## config.mk

```make
export PLATFORM = sky130hd
export DESIGN_NAME = cfg_spi3w
export DESIGN_NICKNAME = d
export VERILOG_FILES = /design/src/rtl/cfg_spi3w_pkg.sv /design/src/rtl/cfg_spi3w_sync.sv /design/src/rtl/cfg_spi3w_regs.sv /design/src/rtl/cfg_spi3w_frame.sv /design/src/rtl/cfg_spi3w.sv
export SDC_FILE = /design/constraint.sdc
export NUM_CORES = 1
export LEC_CHECK = 0
export BUFFER_PORTS_ARGS = -buffer_cell sky130_fd_sc_hd__buf_4
export CORE_UTILIZATION = 30
export CTS_CLUSTER_SIZE = 10
export DETAILED_ROUTE_END_ITERATION = 10
export SLEW_MARGIN = 20
export SYNTH_ARGS = -nofsm -noshare
export SYNTH_HDL_FRONTEND = slang
export SYNTH_SLANG_ARGS = --single-unit
```

## constraint.sdc

```tcl
create_clock -name clk -period 3.14 [get_ports clk]
set_input_delay 0.157 -clock clk [delete_from_list [all_inputs] [get_ports clk]]
set_output_delay 0.157 -clock clk [all_outputs]
set_load 0.03 [all_outputs]
```

## src/rtl/cfg_spi3w_pkg.sv

```systemverilog
package cfg_spi3w_pkg;
  localparam int HDR_BITS = 16;
  typedef enum logic [1:0] {PH_HDR, PH_DATA, PH_DONE} phase_t;
endpackage

```

## src/rtl/cfg_spi3w_sync.sv

```systemverilog
module cfg_spi3w_sync #(
  parameter int N = 3,
  parameter int STAGES = 2,
  parameter logic [N-1:0] RST_VAL = '0
) (
  input  logic         clk,
  input  logic         rst,
  input  logic [N-1:0] pin,
  output logic [N-1:0] sync,
  output logic [N-1:0] rise,
  output logic [N-1:0] fall
);
  for (genvar g = 0; g < N; g++) begin : g_bit
    logic [STAGES:0] chain;
    always_ff @(posedge clk) begin
      if (rst) chain <= {(STAGES+1){RST_VAL[g]}};
      else     chain <= {chain[STAGES-1:0], pin[g]};
    end
    assign sync[g] = chain[STAGES-1];
    assign rise[g] = chain[STAGES-1] & ~chain[STAGES];
    assign fall[g] = ~chain[STAGES-1] & chain[STAGES];
  end
endmodule

```

## src/rtl/cfg_spi3w_regs.sv

```systemverilog
module cfg_spi3w_regs #(
  parameter int DEPTH = 16,
  parameter int ADDR_W = 13,
  parameter int DATA_W = 8
) (
  input  logic              clk,
  input  logic              rst,
  input  logic              we,
  input  logic [ADDR_W-1:0] waddr,
  input  logic [DATA_W-1:0] wdata,
  input  logic [ADDR_W-1:0] raddr,
  output logic [DATA_W-1:0] rdata
);
  localparam int IDX_W = $clog2(DEPTH);
  logic [DATA_W-1:0] mem [DEPTH];

  always_ff @(posedge clk) begin
    if (we) mem[waddr[IDX_W-1:0]] <= wdata;
  end

  assign rdata = (raddr < ADDR_W'(DEPTH)) ? mem[raddr[IDX_W-1:0]] : '0;

  // the controller never issues a write to an unmapped address
  a_r10_mapped_write: assert property (@(posedge clk) disable iff (rst)
    we |-> (waddr < ADDR_W'(DEPTH)));
endmodule

```

## src/rtl/cfg_spi3w_frame.sv

```systemverilog
module cfg_spi3w_frame
  import cfg_spi3w_pkg::*;
#(
  parameter int DEPTH = 16,
  parameter int ADDR_W = 13,
  parameter int DATA_W = 8
) (
  input  logic              clk,
  input  logic              rst,
  input  logic              cs_act,
  input  logic              sck_rise,
  input  logic              sck_fall,
  input  logic              din,
  input  logic [DATA_W-1:0] rd_data,
  output logic [ADDR_W-1:0] rd_addr,
  output logic              wr_en,
  output logic [ADDR_W-1:0] wr_addr,
  output logic [DATA_W-1:0] wr_data,
  output logic              dout,
  output logic              dout_oe
);
  localparam int CNT_W = $clog2(HDR_BITS);
  localparam int BIT_W = $clog2(DATA_W);

  phase_t              phase;
  logic [CNT_W-1:0]    hdr_cnt;
  logic [HDR_BITS-2:0] hdr_sr;
  logic                is_read;
  logic [1:0]          len;
  logic [1:0]          byte_cnt;
  logic [ADDR_W-1:0]   addr;
  logic [BIT_W-1:0]    bit_idx;
  logic [DATA_W-2:0]   byte_sr;
  logic                last_byte;

  assign rd_addr   = addr;
  assign last_byte = (len != 2'b11) && (byte_cnt == len);

  always_ff @(posedge clk) begin
    if (rst || !cs_act) begin
      phase    <= PH_HDR;
      hdr_cnt  <= '0;
      bit_idx  <= '0;
      byte_cnt <= '0;
      dout_oe  <= 1'b0;
      wr_en    <= 1'b0;
      if (rst) begin
        hdr_sr  <= '0;
        is_read <= 1'b0;
        len     <= '0;
        addr    <= '0;
        byte_sr <= '0;
        wr_addr <= '0;
        wr_data <= '0;
        dout    <= 1'b0;
      end
    end else begin
      wr_en <= 1'b0;
      if (sck_rise) begin
        case (phase)
          PH_HDR: begin
            hdr_cnt <= hdr_cnt + 1'b1;
            hdr_sr  <= {hdr_sr[HDR_BITS-3:0], din};
            if (hdr_cnt == CNT_W'(HDR_BITS-1)) begin
              is_read <= hdr_sr[HDR_BITS-2];
              len     <= hdr_sr[HDR_BITS-3:HDR_BITS-4];
              addr    <= {hdr_sr[ADDR_W-2:0], din};
              bit_idx <= '0;
              phase   <= PH_DATA;
            end
          end
          PH_DATA: begin
            bit_idx <= bit_idx + 1'b1;
            byte_sr <= {byte_sr[DATA_W-3:0], din};
            if (bit_idx == BIT_W'(DATA_W-1)) begin
              if (!is_read) begin
                wr_en   <= (addr < ADDR_W'(DEPTH));
                wr_addr <= addr;
                wr_data <= {byte_sr, din};
              end
              addr     <= addr - 1'b1;
              byte_cnt <= byte_cnt + 1'b1;
              if (last_byte) begin
                phase   <= PH_DONE;
                dout_oe <= 1'b0;
              end
            end
          end
          default: ;
        endcase
      end else if (sck_fall && phase == PH_DATA && is_read) begin
        dout_oe <= 1'b1;
        dout    <= rd_data[BIT_W'(DATA_W-1) - bit_idx];
      end
    end
  end

  // the driver turns on only in response to a falling serial edge
  a_r6_oe_on_fall: assert property (@(posedge clk) disable iff (rst)
    $rose(dout_oe) |-> $past(sck_fall));
  // the driven bit holds between falling edges
  a_r6_bit_hold: assert property (@(posedge clk) disable iff (rst)
    (dout_oe && $past(dout_oe) && !$past(sck_fall)) |-> $stable(dout));
  // the driver turns off on a rising edge or on select release
  a_r7_oe_off: assert property (@(posedge clk) disable iff (rst)
    $fell(dout_oe) |-> ($past(sck_rise) || $past(!cs_act)));
  // an idle select keeps the line released and the registers untouched
  a_r8_idle_quiet: assert property (@(posedge clk) disable iff (rst)
    !cs_act |=> (!dout_oe && !wr_en));
  // stores happen only just after a rising serial edge
  a_r2_write_on_rise: assert property (@(posedge clk) disable iff (rst)
    wr_en |-> $past(sck_rise));
endmodule

```

## src/rtl/cfg_spi3w.sv

```systemverilog
module cfg_spi3w #(
  parameter int DEPTH = 16,
  parameter int ADDR_W = 13,
  parameter int DATA_W = 8,
  parameter int SYNC_STAGES = 2
) (
  input  logic clk,
  input  logic rst,
  input  logic ser_clk,
  input  logic sel_n,
  input  logic dat_i,
  output logic dat_o,
  output logic dat_oe
);
  logic [2:0] s_sync, s_rise, s_fall;
  logic              wr_en;
  logic [ADDR_W-1:0] wr_addr, rd_addr;
  logic [DATA_W-1:0] wr_data, rd_data;

  cfg_spi3w_sync #(.N(3), .STAGES(SYNC_STAGES), .RST_VAL(3'b010)) u_sync (
    .clk(clk), .rst(rst), .pin({dat_i, sel_n, ser_clk}),
    .sync(s_sync), .rise(s_rise), .fall(s_fall)
  );

  cfg_spi3w_frame #(.DEPTH(DEPTH), .ADDR_W(ADDR_W), .DATA_W(DATA_W)) u_frame (
    .clk(clk), .rst(rst), .cs_act(~s_sync[1]),
    .sck_rise(s_rise[0]), .sck_fall(s_fall[0]), .din(s_sync[2]),
    .rd_data(rd_data), .rd_addr(rd_addr),
    .wr_en(wr_en), .wr_addr(wr_addr), .wr_data(wr_data),
    .dout(dat_o), .dout_oe(dat_oe)
  );

  cfg_spi3w_regs #(.DEPTH(DEPTH), .ADDR_W(ADDR_W), .DATA_W(DATA_W)) u_regs (
    .clk(clk), .rst(rst), .we(wr_en), .waddr(wr_addr), .wdata(wr_data),
    .raddr(rd_addr), .rdata(rd_data)
  );
endmodule

```

==> results of run 1 <==
metrics by stage:
stage | utilization | power, W | setup slack, ns | area, µm² | hold slack, ns
6_report | 0.350 | 0.00564 | 0.762 | 9420 | 0.413
5_1_grt | 0.350 | 0.00583 | 0.543 | 9420 | 0.423
4_1_cts | 0.350 | 0.00570 | 0.712 | 9420 | 0.417
3_5_place_dp | 0.322 | 0.00321 | 0.716 | 8640 | 0.347
3_3_place_gp | 0.322 | 0.00320 | 0.808 | 8640 | 0.344
2_1_floorplan | - | 0.00315 | 0.812 | 8180 | 0.261
synth_stat cells (6+ instances only):
| cell type | count | area [µm²] |
|---|---|---|
| a211oi_1 | 8 | 60.1 |
| edfxtp_1 | 179 | 5380 |
| dfxtp_1 | 24 | 480 |
| xor2_1 | 8 | 70.1 |
| clkbuf_1 | 13 | 48.8 |
| mux2i_1 | 46 | 460 |
| a22oi_1 | 16 | 120 |
| mux2_2 | 7 | 78.8 |
| or2_2 | 7 | 43.8 |
| nor2_1 | 44 | 165 |
| nand3_1 | 6 | 30.0 |
| nand2_1 | 23 | 86.3 |
| o21ai_0 | 14 | 70.1 |
| mux4_2 | 10 | 225 |
| and2_1 | 26 | 163 |
| nor2b_1 | 10 | 62.6 |
| a21oi_1 | 13 | 65.1 |
| nand2b_1 | 8 | 50.1 |
| nor3_1 | 9 | 45.0 |
sequential cells by signal, summed over array words and instances (netlist names), 4 cells and up, named ones only:
name / count
u_frame.wr_addr: 4
u_frame.wr_data: 8
u_frame.rd_addr: 13
u_frame.byte_sr: 7
u_frame.hdr_sr: 15
u_sync.g_bit.chain: 7
u_frame.hdr_cnt: 4
u_regs.mem: 128
worst register-to-register path: stages, from the launching register on:
cell and delay, ns:
dfxtp_1 0.50, nor2b_1 0.82, a22oi_1 0.13, and4_1 0.24
a31oi_1 0.13, and4_1 0.24, o41ai_2 0.06
power by group through the flow:
stage	combinational [W]	sequential [W]	clock (W)
final	0.000154	0.00301	0.00248
after global routing	0.000168	0.00301	0.00265
after global placement	0.000145	0.00306	0
after detailed placement	0.000148	0.00306	0
after floorplan	0.000113	0.00304	0
after CTS	0.000155	0.00301	0.00254
final cells by class:
cell class              count  area (µm²)
fillers                  2531       17500
multi-input cells         300        2190
well taps                 341         427
repair buffers             27         220
clock buffers              43         692
clock inverters             1        16.3
inverters                   5        18.8
flip-flops and latches    203        5860
layer usage:
layer / vias to the layer above / track usage
met5: - / 0
met4: 0 / 0.0290
met3: 28 / 0.0253
met2: 118 / 0.203
met1: 2216 / 0.146
li1: 2077 / -
worst max-delay path by stage:
stage / from / to / slack [ns] / depth (start not counted)
6_report: register / u_frame.dout / 0.76 / 6
3_3_place_gp: register / u_frame.dout / 0.81 / 6
5_1_grt: u_frame.hdr_cnt[0] / u_frame.rd_addr[6] / 0.54 / 5
3_5_place_dp: register / u_frame.dout / 0.72 / 6
2_1_floorplan: u_frame.hdr_cnt[0] / register / 0.81 / 5
4_1_cts: register / u_frame.dout / 0.71 / 6
kinds of logic (layout without fill, tap and decap cells):
logic type,after synthesis,count (layout),share of synthesized area
muxes,63,63,0.0935
xor gates and xnor gates,13,13,0.0139
AOI/OAI and AO/OA,65,65,0.0531
adders and majority gates,4,4,0.00612
and+or+nand+nor,155,155,0.100
buffers and inverters,27,76,0.0168
DFF,203,203,0.716
==> impl_metrics.py, run 1 <==
metrics = {
    "logic_synthesis": {
        "netlist_area_um2": 8180,
        "synth_area_per_cell_um2": 15.4,
        "synth_nets": 539,
        "ys_ff_latch": 203,
        "seq_area_frac_synth": 0.716,
        "synth-edff-count": 179,
        "async_flop_share": 0,
        "synth_warnings": 0,
        "ys.flop_type": "edfxtp_1",
        "synth_cell_types": 47,
        "synth_cells": 530,
    },
    "pwr": {
        "p_sw_w": 0.00113,
        "intPower_w": 0.00451,
        "pwr-share-comb": 0.027,
        "power_frac_seq": 0.533,
        "switching_share": 0.200,
        "p_leak_nw": 3.06,
        "pwr-share-clk": 0.440,
        "peakVddDrop_v": 0.000467,
        "powerDensity_nw_per_um2": 599,
    },
    "setup_path": {
        "required_ns": 3.39,
        "worst_path_most_repeated_cell": "and4_1",
        "critPathTopFamily": "simple AND/OR/NAND/NOR gates",
        "cp.arrival_ns": 2.63,
        "critPathBufInv": 0,
        "ff2ff_setup_slack_ns": 0.76,
        "worst-r2r-cell-count": 6,
        "cp_slowest_cell": "nor2b_1",
        "crit_chain": "nor2b_1 > a22oi_1 > and4_1 > a31oi_1 > and4_1 > o41ai_2",
        "max_stage_delay_ns": 0.82,
        "critPathKind": "register to register",
        "timing.rr.end": "u_frame.dout",
        "crit_path_end_kind": "register",
        "worst-path-max-fanout": 15,
        "start_kind": "register",
    },
    "timing": {
        "timing.final.crit_period_ns": 2.38,
        "clock_skew_ns": 0.0154,
        "maxSlewViolCount": 0,
        "tns_ns": 0,
        "rsz0062_at_grt": "false",
        "fmax_mhz": 421,
        "slew_headroom": 0.272,
        "tightestPinTransition_ns": 1.09,
        "hold_viol_final": 0,
        "timing.final.crit_share": 0.757,
        "setup_viol": 0,
    },
    "global_route": {
        "grt_pass1_wl_um": 25400,
        "grt_usage": 0.116,
        "grt_max_degree": 29,
        "antenna_found_initial": 0,
        "gr-total-overflow": 0,
        "grt_pass1_vias": 4581,
    },
    "worst_hold_path": {
        "hold_start": "u_sync.g_bit[1].chain[0]",
        "min_to": "u_sync.g_bit[1].chain[1]",
        "holdPathStages": 1,
        "min_path_type": "register to register",
    },
    "clocking": {
        "cts_tree": "done",
        "cts_buffers": 24,
        "insertion_delay_ns": 0.51,
        "cts-resized-gates": 0,
        "clkTransAtPathRegs_ns": 0.06,
        "cts_num_sinks": 203,
        "htree_levels": 1,
        "cts_setup_buffers": 0,
        "postCtsHoldBufs": 7,
        "clockBufferDepth": 3,
        "cts_root_buf": "clkbuf_16",
    },
    "routing": {
        "routed_wl_um": 16000,
        "met3_length_um": 846,
        "drt-initial-drc-count": 411,
        "top_layer": "met4",
        "route.met2.wl_um": 7950,
        "wl_per_cell_um": 17.4,
        "drt_first_pass_iters": 5,
        "drc": 0,
        "viasPerCell": 4.83,
        "vias": 4439,
        "final_antenna_net_count": 0,
        "wl_met1_um": 6920,
    },
    "finish": {
        "final_layout_size_suffix_gt1_frac": 0.140,
        "final_cell_mix": "edfxtp_1, mux2i_1, nor2_1, and2_1, clkbuf_16",
        "final_common_cell": "edfxtp_1",
        "fin_cells": 920,
        "area_growth_pct": 15.2,
        "num_antenna_cells": 0,
        "fin_nets": 570,
    },
    "placed_design": {
        "dpl.hpwl_um": 10500,
        "portBuffers": 6,
        "placed_cells": 869,
        "gp_congestion": 0.806,
    },
    "floorplanning": {
        "start_util": 0.304,
        "die_area_um2": 27900,
        "fp.dieW_um": 167,
        "fp.coreArea_um2": 26900,
        "die_h_um": 167,
        "fp-row-count": 60,
        "ios": 7,
    },
    "job": {
        "drv_cap": 0,
    },
    "run_status": {
        "outcome": "complete, no violations",
    },
}
Power figures use the tool's default switching activity.
==> run 2: changes to the inputs <==
==> constraint.sdc (replaced) <==
create_clock -name clk -period 2.15 [get_ports clk]
set_input_delay 0.1075 -clock clk [delete_from_list [all_inputs] [get_ports clk]]
set_output_delay 0.1075 -clock clk [all_outputs]
set_load 0.03 [all_outputs]
==> impl_metrics.py, run 2 (synthesis results as in run 1) <==
metrics = {
    "run_status": {
        "outcome": "complete, no violations",
    },
    "floorplanning": {
        "fp.coreArea_um2": 26900,
        "ios": 7,
        "die_area_um2": 27900,
        "fp.dieW_um": 167,
        "fp-row-count": 60,
        "start_util": 0.304,
        "die_h_um": 167,
    },
    "finish": {
        "final_common_cell": "edfxtp_1",
        "area_growth_pct": 19.5,
        "fin_nets": 608,
        "final_layout_size_suffix_gt1_frac": 0.208,
        "largest_reg_flops": 128,
        "final_cell_mix": "edfxtp_1, buf_4, mux2i_1, nor2_1, and2_1",
        "num_antenna_cells": 0,
        "final_cell_area_um2": 9770,
    },
    "setup_path": {
        "worst_path_most_repeated_cell": "or3_4",
        "critPathBufInv": 0,
        "start_kind": "register",
        "cp.arrival_ns": 2.44,
        "r2r_start": "u_frame.rd_addr[7]",
        "required_ns": 2.47,
        "worst-r2r-cell-count": 6,
        "timing.rr.end": "u_frame.dout",
        "worst-path-max-fanout": 3,
        "crit_chain": "or3_4 > or3_4 > or4_4 > nor2_2 > o221ai_1 > o41ai_2",
        "ff2ff_setup_slack_ns": 0.03,
        "critPathKind": "register to register",
        "max_stage_delay_ns": 0.46,
        "crit_path_end_kind": "register",
        "critPathTopFamily": "simple AND/OR/NAND/NOR gates",
        "cp_slowest_cell": "or4_4",
    },
    "timing": {
        "timing.final.crit_share": 0.987,
        "maxSlewViolCount": 0,
        "slew_headroom": 0.321,
        "hold_viol_final": 0,
        "tightestPinTransition_ns": 1.02,
        "fmax_mhz": 471,
        "tns_ns": 0,
        "setup_viol": 0,
        "clock_skew_ns": 0.0105,
        "timing.final.crit_period_ns": 2.12,
        "fin_ws_ns": 0.0274,
    },
    "global_route": {
        "antenna_found_initial": 0,
        "grt_max_degree": 26,
        "gr-total-overflow": 0,
        "grt_pass1_vias": 4622,
        "grt_pass1_wl_um": 25500,
        "grt_usage": 0.117,
    },
    "clocking": {
        "cts_buffers": 24,
        "cts_num_sinks": 203,
        "htree_levels": 1,
        "insertion_delay_ns": 0.50,
        "clockBufferDepth": 3,
        "clkTransAtPathRegs_ns": 0.06,
        "cts_tree": "done",
        "cts_root_buf": "clkbuf_16",
    },
    "worst_hold_path": {
        "min_path_type": "primary input to register",
        "min_to": "u_sync.g_bit[2].chain[1]",
        "holdPathStages": 3,
        "hold_start": "rst",
    },
    "placed_design": {
        "dp_slack_ns": -0.0774,
        "place_area_um2": 8980,
        "dpl.hpwl_um": 10500,
        "portBuffers": 6,
        "gp_congestion": 0.799,
    },
    "routing": {
        "final_antenna_net_count": 0,
        "drt-initial-drc-count": 280,
        "routed_wl_um": 16200,
        "viasPerCell": 4.81,
        "wl_per_cell_um": 17.1,
        "vias": 4558,
        "drc": 0,
        "drt_first_pass_iters": 5,
    },
    "pwr": {
        "p_leak_nw": 3.26,
        "peakVddDrop_v": 0.000561,
        "powerDensity_nw_per_um2": 835,
    },
    "job": {
        "drv_cap": 0,
    },
}
-- run 2: worst max path at each step --
stage          cells past startpoint           end  slack [ns]                from
2_1_floorplan                      7  u_frame.dout        0.05            register
3_3_place_gp                       8  u_frame.dout       -0.10            register
3_5_place_dp                       8  u_frame.dout       -0.08            register
4_1_cts                            7  u_frame.dout       0.004            register
5_1_grt                            4  u_frame.dout      -0.008  u_frame.rd_addr[7]
6_report                           6  u_frame.dout        0.03  u_frame.rd_addr[7]
-- run 2: metal layers --
metal	GRT usage	wire (µm)
met5	0	0
met4	0.0318	367
met3	0.0191	851
met2	0.199	7800
met1	0.156	7160
-- run 2: final cells by class --
type                            count  area (µm²)
Clock inverter                      1        8.76
Timing Repair Buffer               65         572
Clock buffer                       32         652
Multi-Input combinational cell    300        2230
Tap cell                          341         427
Sequential cell                   203        5860
Inverter                            5        18.8
Fill cell                        2506       17100
-- run 2: worst reg2reg max path: cells and delay by family, from the launching register on --
kind | cells | cell delay [ns]
flops | 1 | 0.39
compound gates | 2 | 0.21
simple gates | 4 | 1.35
-- run 2: what timing repair did --
item | 4_1_cts | 5_1_grt
buffers inserted | 1 | 1
gates resized for setup | 3 | 9
hold endpoints to repair | 7 | 0
endpoints found under the setup margin | 2 | 3
hold buffers | 7 | 0
pin swaps | 0 | 1
-- run 2: metrics by stage --
step	hold slack (ns)	util	power (W)	std cells
after floorplan	0.211	-	0.00461	530
after global placement	0.292	0.334	0.00471	905
after detailed placement	0.294	0.334	0.00472	905
after CTS	0.371	0.362	0.00823	946
after global routing	0.384	0.363	0.00842	947
final	0.394	0.363	0.00816	947
-- run 2: power by group --
group / internal, W / total, W / leakage [nW] / switching (W)
registers: 0.00433 / 0.00438 / 1.89 / 0.0000570
clock network: 0.00208 / 0.00350 / 0.320 / 0.00142
logic: 0.000133 / 0.000274 / 1.05 / 0.000141
total: 0.00654 / 0.00816 / 3.26 / 0.00162
==> run 3: changes to the inputs <==
==> constraint.sdc (replaced) <==
create_clock -name clk -period 2.15 [get_ports clk]
set_input_delay 0.3225 -clock clk [delete_from_list [all_inputs] [get_ports clk]]
set_output_delay 0.3225 -clock clk [all_outputs]
set_load 0.03 [all_outputs]
==> impl_metrics.py, run 3 (synthesis results as in run 1) <==
metrics = {
    "setup_path": {
        "worst-r2r-cell-count": 4,
        "required_ns": 2.47,
        "start_kind": "register",
        "critPathKind": "register to register",
        "crit_path_end_kind": "register",
        "cp.arrival_ns": 2.43,
        "worst-path-max-fanout": 3,
    },
    "placed_design": {
        "portBuffers": 6,
        "dpl.hpwl_um": 10500,
        "place_area_um2": 8990,
        "gp_congestion": 0.802,
        "placed_cells": 906,
        "dp_slack_ns": -0.111,
    },
    "pwr": {
        "peakVddDrop_v": 0.000526,
        "powerDensity_nw_per_um2": 834,
        "p_leak_nw": 3.24,
    },
    "floorplanning": {
        "die_h_um": 167,
        "fp.dieW_um": 167,
        "start_util": 0.304,
        "fp-row-count": 60,
        "die_area_um2": 27900,
        "ios": 7,
        "fp.coreArea_um2": 26900,
    },
    "global_route": {
        "grt_usage": 0.117,
        "grt_pass1_wl_um": 25300,
        "met3_usage": 0.0189,
        "grtUsageMet2": 0.198,
        "grt_max_degree": 26,
        "antenna_found_initial": 0,
        "grt-busiest-layer": "met2",
        "met1_usage": 0.154,
        "gr-total-overflow": 0,
        "grt_pass1_vias": 4520,
    },
    "job": {
        "drv_cap": 0,
    },
    "timing": {
        "fin_ws_ns": 0.0412,
        "setup_viol": 0,
        "fmax_mhz": 474,
        "timing.final.crit_period_ns": 2.11,
        "slew_headroom": 0.590,
        "timing.final.crit_share": 0.981,
        "clock_skew_ns": 0.0206,
        "hold_viol_final": 0,
        "tightestPinTransition_ns": 0.615,
        "maxSlewViolCount": 0,
        "rsz0062_at_grt": "true",
        "tns_ns": 0,
        "hold_slack_ns": 0.0354,
    },
    "finish": {
        "num_antenna_cells": 0,
        "fin_cells": 944,
        "final_common_cell": "edfxtp_1",
        "fin_nets": 604,
        "largest_reg_flops": 128,
        "final_cell_area_um2": 9710,
        "final_layout_size_suffix_gt1_frac": 0.209,
        "area_growth_pct": 18.8,
        "final_cell_mix": "edfxtp_1, buf_4, mux2i_1, nor2_1, and2_1",
    },
    "clocking": {
        "cts_num_sinks": 203,
        "clkTransAtPathRegs_ns": 0.06,
        "cts_root_buf": "clkbuf_16",
        "insertion_delay_ns": 0.51,
        "clockBufferDepth": 3,
        "cts_tree": "done",
        "htree_levels": 1,
        "cts_buffers": 24,
    },
    "run_status": {
        "outcome": "complete, no violations",
    },
    "routing": {
        "drc": 0,
        "routed_wl_um": 16100,
        "vias": 4468,
        "viasPerCell": 4.73,
        "final_antenna_net_count": 0,
        "drt_first_pass_iters": 5,
        "wl_per_cell_um": 17.1,
        "drt-initial-drc-count": 349,
    },
    "worst_hold_path": {
        "holdPathStages": 2,
        "min_path_type": "primary input to register",
    },
}
-- run 3: changes by cell type in the layout (fill, tap and decap cells not counted), moves of 2 or more --
cell,change
buf_4,+2
dlygate4sd3_1,-6
inv_1,+2
inv_2,-2
-- run 3: worst paths after layout --
check | startpoint | to | slack (ns)
setup / recovery | u_frame.rd_addr[7] | u_frame.dout | 0.04
hold / removal | dat_i | u_sync.g_bit[2].chain[0] | 0.04
hold reg to reg | u_sync.g_bit[1].chain[0] | u_sync.g_bit[1].chain[1] | 0.40
setup reg to reg | u_frame.rd_addr[7] | u_frame.dout | 0.04
-- run 3: per-stage QoR --
stage | power (W) | utilization
3_5_place_dp | 0.00472 | 0.334
4_1_cts | 0.00820 | 0.359
5_1_grt | 0.00838 | 0.361
3_3_place_gp | 0.00471 | 0.334
2_1_floorplan | 0.00461 | -
6_report | 0.00811 | 0.361
-- run 3: final cells by class --
class / count / area (µm²)
Clock buffer: 32 / 631
Clock inverter: 2 / 22.5
Fill cell: 2522 / 17200
Inverter: 5 / 18.8
Multi-Input combinational cell: 300 / 2230
Sequential cell: 203 / 5860
Tap cell: 341 / 427
Timing Repair Buffer: 61 / 527
-- run 3: critical path, stage by stage, from the launching register on --
cell and delay (ns):
edfxtp_1 0.38, or3_4 0.40, or3_4 0.38, or4_4 0.46
o41ai_2 0.31
-- run 3: where the power goes --
group | total, W | internal [W] | switching [W]
Sequential | 0.00438 | 0.00432 | 0.0000574
Combinational | 0.000266 | 0.000127 | 0.000139
Clock | 0.00346 | 0.00202 | 0.00143
-- run 3: metal layers --
layer | routed length [µm] | vias up | part of all wire
met2 | 7870 | 101 | 0.49
met5 | 0 | - | 0
li1 | - | 2142 | -
met1 | 7150 | 2203 | 0.44
met3 | 813 | 22 | 0.050
met4 | 306 | 0 | 0.019
-- run 3: what timing repair did --
action | 4_1_cts | 5_1_grt
endpoints found under the hold margin | 1 | 0
endpoints found under the setup margin | 1 | 4
pin swaps | 0 | 1
hold buffers | 1 | 0
setup buffers | 0 | 3
resized for setup | 2 | 8
